File: src/rtl/fpr_pkg.sv
package fpr_pkg;
  typedef enum logic [2:0] {
    RM_EVEN = 3'b000,
    RM_ZERO = 3'b001,
    RM_DOWN = 3'b010,
    RM_UP   = 3'b011,
    RM_AWAY = 3'b100
  } rmode_e;
endpackage

File: src/rtl/fpr_decide.sv
module fpr_decide
  import fpr_pkg::*;
(
  input  logic       sign,
  input  logic       lsb,
  input  logic       guard,
  input  logic       rnd,
  input  logic       sticky,
  input  logic [2:0] mode,
  output logic       inc,
  output logic       to_inf
);
  logic any_low;

  always_comb begin
    any_low = guard | rnd | sticky;
    inc     = 1'b0;
    to_inf  = 1'b1;
    case (mode)
      RM_ZERO: begin
        inc    = 1'b0;
        to_inf = 1'b0;
      end
      RM_DOWN: begin
        inc    = sign & any_low;
        to_inf = sign;
      end
      RM_UP: begin
        inc    = ~sign & any_low;
        to_inf = ~sign;
      end
      RM_AWAY: begin
        inc    = guard;
        to_inf = 1'b1;
      end
      default: begin
        inc    = guard & (lsb | rnd | sticky);
        to_inf = 1'b1;
      end
    endcase
  end
endmodule

File: src/rtl/fpr_incr.sv
module fpr_incr #(
  parameter int SIG_W  = 24,
  parameter int EXPI_W = 9
) (
  input  logic [SIG_W-1:0]  sig_in,
  input  logic [EXPI_W-1:0] exp_in,
  input  logic              inc,
  output logic [SIG_W-1:0]  sig_out,
  output logic [EXPI_W:0]   exp_out
);
  logic [SIG_W:0] sum;

  always_comb begin
    sum = {1'b0, sig_in} + {{SIG_W{1'b0}}, inc};
    if (sum[SIG_W]) begin
      sig_out = sum[SIG_W:1];
      exp_out = {1'b0, exp_in} + {{EXPI_W{1'b0}}, 1'b1};
    end else begin
      sig_out = sum[SIG_W-1:0];
      exp_out = {1'b0, exp_in};
    end
  end
endmodule

File: src/rtl/fpr_pack.sv
module fpr_pack #(
  parameter int EXP_W  = 8,
  parameter int FRAC_W = 23
) (
  input  logic                    sign,
  input  logic [EXP_W+1:0]        exp_r,
  input  logic [FRAC_W-1:0]       frac,
  input  logic                    to_inf,
  input  logic                    lost,
  output logic [EXP_W+FRAC_W:0]   word,
  output logic                    inexact,
  output logic                    overflow
);
  localparam int                 EXPR_W   = EXP_W + 2;
  localparam logic [EXPR_W-1:0]  TOP_CODE = EXPR_W'((1 << EXP_W) - 1);
  localparam logic [EXP_W-1:0]   ALL_ONE  = {EXP_W{1'b1}};
  localparam logic [EXP_W-1:0]   BIG_EXP  = {{(EXP_W-1){1'b1}}, 1'b0};

  always_comb begin
    overflow = (exp_r >= TOP_CODE);
    inexact  = lost | overflow;
    if (!overflow)
      word = {sign, exp_r[EXP_W-1:0], frac};
    else if (to_inf)
      word = {sign, ALL_ONE, {FRAC_W{1'b0}}};
    else
      word = {sign, BIG_EXP, {FRAC_W{1'b1}}};
  end
endmodule

File: src/rtl/fp_round_unit.sv
module fp_round_unit #(
  parameter int EXP_W  = 8,
  parameter int FRAC_W = 23,
  localparam int SIG_W  = FRAC_W + 1,
  localparam int EXPI_W = EXP_W + 1,
  localparam int WORD_W = 1 + EXP_W + FRAC_W
) (
  input  logic              sign_i,
  input  logic [EXPI_W-1:0] exp_i,
  input  logic [SIG_W-1:0]  sig_i,
  input  logic              guard_i,
  input  logic              round_i,
  input  logic              sticky_i,
  input  logic [2:0]        mode_i,
  output logic [WORD_W-1:0] result_o,
  output logic              inexact_o,
  output logic              overflow_o
);
  logic              inc;
  logic              to_inf;
  logic [SIG_W-1:0]  sig_r;
  logic [EXPI_W:0]   exp_r;

  fpr_decide u_decide (
    .sign   (sign_i),
    .lsb    (sig_i[0]),
    .guard  (guard_i),
    .rnd    (round_i),
    .sticky (sticky_i),
    .mode   (mode_i),
    .inc    (inc),
    .to_inf (to_inf)
  );

  fpr_incr #(.SIG_W(SIG_W), .EXPI_W(EXPI_W)) u_incr (
    .sig_in  (sig_i),
    .exp_in  (exp_i),
    .inc     (inc),
    .sig_out (sig_r),
    .exp_out (exp_r)
  );

  fpr_pack #(.EXP_W(EXP_W), .FRAC_W(FRAC_W)) u_pack (
    .sign     (sign_i),
    .exp_r    (exp_r),
    .frac     (sig_r[FRAC_W-1:0]),
    .to_inf   (to_inf),
    .lost     (guard_i | round_i | sticky_i),
    .word     (result_o),
    .inexact  (inexact_o),
    .overflow (overflow_o)
  );
endmodule

File: config.mk
export PLATFORM = sky130hd
export DESIGN_NAME = fp_round_unit
export DESIGN_NICKNAME = d
export VERILOG_FILES = /design/src/rtl/fpr_pkg.sv /design/src/rtl/fpr_decide.sv /design/src/rtl/fpr_incr.sv /design/src/rtl/fpr_pack.sv /design/src/rtl/fp_round_unit.sv
export SDC_FILE = /design/constraint.sdc
export NUM_CORES = 1
export LEC_CHECK = 0
export BUFFER_PORTS_ARGS = -buffer_cell sky130_fd_sc_hd__buf_2
export CAP_MARGIN = 15
export CORE_MARGIN = 3
export CORE_UTILIZATION = 50
export DETAILED_ROUTE_END_ITERATION = 12
export GPL_TIMING_DRIVEN = 0
export PLACE_DENSITY = 0.91
export SYNTH_ARGS = -nofsm -noshare
export SYNTH_HDL_FRONTEND = slang
export SYNTH_SLANG_ARGS = --single-unit
File: constraint.sdc
create_clock -name vclk -period 11.7
set_clock_uncertainty 0.05 [all_clocks]
set_input_delay 1.755 -clock vclk [all_inputs]
set_output_delay 1.755 -clock vclk [all_outputs]
set_load 0.1 [all_outputs]
# == Yosys cells after proc, flatten, opt, wreduce, memory -nomap -nowiden ==
# Index checks and enable logic that the tools add are counted.
# word_totals
reg_bits,0
latchBits,0
mem_bits_rw,0
mem_bits_ro,0
inputBits,40
out_inout_bits,34
elab_cells,22
n_memories,0
# classes
addsub,2
mul,0
div_mod_pow,0
n_lt_le_gt_ge,1
eq_ne,4
shifts,0
muxes,6
bitwise_logic,9
reduce_logical,0
# op_table
cell,count
31-bit two-way mux,1
24-bit by 1-bit adder with 25-bit output,1
24-bit two-way mux,1
23-bit two-way mux,1
9-bit by 1-bit adder with 10-bit output (second input constant),1
10-bit by 8-bit >= comparator with 1-bit output (second input constant),1
10-bit two-way mux,1
3-bit by 2-bit equality test with 1-bit output (second input constant),2
1-bit OR,5
1-bit case mux with 4 select lines,1
1-bit bitwise AND,3
3-bit by 1-bit equality test with 1-bit output (second input constant),1
3-bit equality test (second input constant),1
1-bit case mux with 3 select lines,1
1-bit NOT,1

# == Depth between registers and ports, before layout ==
# logic_depth
word_depth,8
depth_mapped,16
depth_no_buf,14

# == By module ==
# Synthesis repeated with hierarchy kept, for this count alone.
# unflattened
hier_cells,213
hier_area_um2,1532.7
# modules_own_cells
module,instances,cells_each,area_per_inst_um2,seq_area_each_um2
fpr_incr,1,130,991.0,0.0
fpr_pack,1,71,465.4,0.0
fpr_decide,1,11,70.1,0.0
fp_round_unit,1,1,6.3,0.0

# == Worst setup path after synthesis ==
# OpenSTA, ideal clock, no wires.
# synth_path
path_type,input port to output port
from,input port sign_i
to,output port result_o[10]
arrival_ns,5.838
required_ns,9.895
slack_ns,4.057
stages,16
path_buffers,2
cell_sequence,xnor2_1 > nor2_1 > nand2_1 > nand2_1 > a211oi_1 > a21oi_1 > ha_1 > ha_1 > nand3_1 > or4_1 > nor4b_1 > nor3_2 > or2_2 > buf_6 > buf_6 > a32oi_1
# synth_via
elab_chain_cells,7
elab_cells_between_ends,11
cone_classes,add/sub (1); order compare (1); mux (6); bitwise (3)
# synth_lines
item,line,text
"start, declared",fp_round_unit.sv:8,"input logic sign_i,"
1-bit NOT,"fpr_decide.sv:29, fpr_decide.sv:30",
1-bit bitwise AND,fpr_decide.sv:29,inc = ~sign & any_low;
1-bit case mux with 4 select lines,fpr_decide.sv:19,case (mode)
24-bit by 1-bit adder with 25-bit output,fpr_incr.sv:14,"sum = {1'b0, sig_in} + {{SIG_W{1'b0}}, inc};"
10-bit two-way mux,fpr_incr.sv:15,if (sum[SIG_W]) begin
10-bit by 8-bit >= comparator with 1-bit output,fpr_pack.sv:20,overflow = (exp_r >= TOP_CODE);
31-bit two-way mux *,fpr_pack.sv:22,if (!overflow)
"end, declared",fp_round_unit.sv:15,"output logic [WORD_W-1:0] result_o,"
# Mark *: on every way between the ends. The rest lies on a longest branch, timed or not.

# == Worst setup path after layout ==
# layout_path
from,input port mode_i[0]
to,output port result_o[10]
# layout_via
elab_chain_cells,6
elab_cells_between_ends,12
cone_classes,add/sub (1); order compare (1); eq/ne (4); mux (6)
# layout_lines
item,line,text
"start, declared",fp_round_unit.sv:14,"input logic [2:0] mode_i,"
3-bit equality test (tied with other cells),fpr_decide.sv:19,
1-bit case mux with 4 select lines,fpr_decide.sv:19,
24-bit by 1-bit adder with 25-bit output,fpr_incr.sv:14,
10-bit two-way mux,fpr_incr.sv:15,
10-bit by 8-bit >= comparator with 1-bit output,fpr_pack.sv:20,
31-bit two-way mux *,fpr_pack.sv:22,
# Marked as above.

==> run metrics <==
post-route ant nets 0; Tcrit/Tclk final 0.605; crit path max fanout 10; first-pass GRT wire length 5.26 mm; Finished Layout Cells 273; Min Hold Slack around 4000 ps; post-synth cell types 42; Yosys top cell by area xor2_1; Yosys top cell area share 0.131; via count 1,556; drt wl/cell 13.1 microns; initial core utilization 0.532; worst setup margin 4620 ps; nets@finish 290; count of pins over their slew limit 0; Leak about 0.66 nW; # rows 17; gate count of the mapped netlist roughly 170; GRT Overall Usage 0.223; num sequential 0; Layout area overhead 33.8%; Hold Violations, Final 0; largest net degree at the start of global routing 11; Sw Ratio 0.806; Max Cap Viol 0; cts hold-fix bufs 0; actual slew at the worst max-slew pin 696 ps; Avg Synthesized Cell Area between 7 and 8 sq um; CTS resizes 0; core area 2250 sq um; count of port buffers added during placement 74; routed wire length 3.59 mm; Place WS 4670 ps; initial antenna violation count 0; Mapped Area 1200 sq um; number of setup buffers added after CTS 0; GPL Wtd Cong 0.866; clock power share 0; placed cells 273; yosys warns 0; ratio of cells with drive above 1 in the final layout 0.380; die area 3020 sq um; Pre-antenna DRT Iters 4; Max-slew headroom 0.532; clock buffers 0; sequential share of the synthesized area 0; Tmin final 7080 ps; sequential cell area 0 sq um; Worst VDD drop 0.0000494 V; Syn Nets 214; Switching Power 0.0000956 W; initial drt markers 30; vias per cell roughly 5.7; combinational share of power 1.000; Setup CP Type input port to output pin; cell-internal power 0.0000231 W; Area contributors post-synth xor2_1 (13%), o2bb2ai_1 (8.0%), xnor2_1 (8.0%), nand3_1 (7.1%), a32oi_1 (5.8%); drt drc 0; Fmax 141 MHz; Post-DP HPWL approximately 3.0 mm; status finished, final reports clean; vias in the first global route 1,239; setup violators final 0; RSZ-0062 raised after global routing no; Critical Path End Type output pin; Hold Path Class input port to output pin; PD cells between 70 and 80 nW/um^2; Crit path required time ~9900 ps; diodes inserted 0; io pins 74; Chip Width 55.0 microns; setup TNS 0 ps; Pwr Total between 0.0001 and 0.00015 W; Worst Setup Start Kind input port; grt total ovfl 0; Seq pwr share 0; die height about 55 microns; CP arrival 5280 ps
[final timing paths]
| kind | startpoint | endpoint | cells after the start |
|---|---|---|---|
| min | sign_i | result_o[31] | 3 |
| max | mode_i[0] | result_o[10] | 18 |
[critical path, stage by stage]
cell,delay (ps)
buf_2,130
xnor2_1,120
nor2_1,80
nand2_1,70
nand2_1,60
a211oi_1,60
a21oi_1,130
ha_1,220
ha_1,210
nand3_1,200
or4_1,550
nor4b_1,340
nor3_2,130
or2_2,300
buf_6,140
buf_6,130
a32oi_1,170
buf_2,450
[cell families (layout without fill, tap and decap cells)]
group / Yosys count / in the layout / synth area share
AOI/OAI and AO/OA: 35 / 35 / 0.229
xor gates and xnor gates: 29 / 29 / 0.212
adders and majority gates: 3 / 3 / 0.0313
buffers and inverters: 11 / 85 / 0.0532
muxes: 7 / 7 / 0.0699
and+or+nand+nor: 86 / 86 / 0.405
[metrics by stage]
stage / area (sq um) / utilization
floorplan: 1200 / -
global placement: 1610 / 0.712
detailed placement: 1610 / 0.712
CTS: 1610 / 0.712
global route: 1610 / 0.712
finish: 1610 / 0.712
[metal layers]
layer,share of wire,up-vias,GRT usage
met2,0.47,68,0.404
met3,0.088,0,0.00536
met5,0,-,0
met1,0.44,678,0.310
met4,0,0,0.00405
li1,-,810,-
[final cells by class]
class | count | area [sq um]
Timing Repair Buffer | 74 | 370
Multi-Input combinational cell | 160 | 1140
Buffer | 8 | 52.6
Tap cell | 28 | 35.0
Fill cell | 209 | 649
Inverter | 3 | 11.3
[power by group through the flow]
| stage | clock (W) | sequential (W) | combinational, W |
|---|---|---|---|
| 2_1_floorplan | 0 | 0 | 0.0000937 |
| 3_3_place_gp | 0 | 0 | 0.000118 |
| 3_5_place_dp | 0 | 0 | 0.000118 |
| 4_1_cts | 0 | 0 | 0.000119 |
| 5_1_grt | 0 | 0 | 0.000124 |
| 6_report | 0 | 0 | 0.000119 |
[placed cells by master, fill, tap and decap left out, types with 2 or more instances in the layout]
cell,synthesis,final
o21ai_0,4,4
and4_1,2,2
buf_6,2,2
nor2_1,13,13
a21oi_1,6,6
nand3_1,17,17
nand4_1,8,8
or2_2,3,3
ha_1,3,3
clkbuf_1,2,2
inv_1,3,3
nand2_1,17,17
mux2i_1,5,5
and3_1,4,4
nand4_2,2,2
o2bb2ai_1,11,11
a32oi_1,8,8
nor3_1,4,4
or4_1,3,3
xnor2_1,11,11
xor2_1,18,18
or3_1,2,2
buf_2,3,77
nor3b_1,2,2
[Yosys cell counts (2+ instances only)]
| cell type | n |
|---|---|
| or3_1 | 2 |
| and3_1 | 4 |
| xnor2_1 | 11 |
| nor2_1 | 13 |
| nand4_1 | 8 |
| o21ai_0 | 4 |
| ha_1 | 3 |
| or2_2 | 3 |
| nor3b_1 | 2 |
| clkbuf_1 | 2 |
| nand3_1 | 17 |
| xor2_1 | 18 |
| a32oi_1 | 8 |
| buf_2 | 3 |
| and4_1 | 2 |
| mux2i_1 | 5 |
| nand2_1 | 17 |
| o2bb2ai_1 | 11 |
| nor3_1 | 4 |
| buf_6 | 2 |
| or4_1 | 3 |
| nand4_2 | 2 |
| inv_1 | 3 |
| a21oi_1 | 6 |
Power figures use the tool's default switching activity.
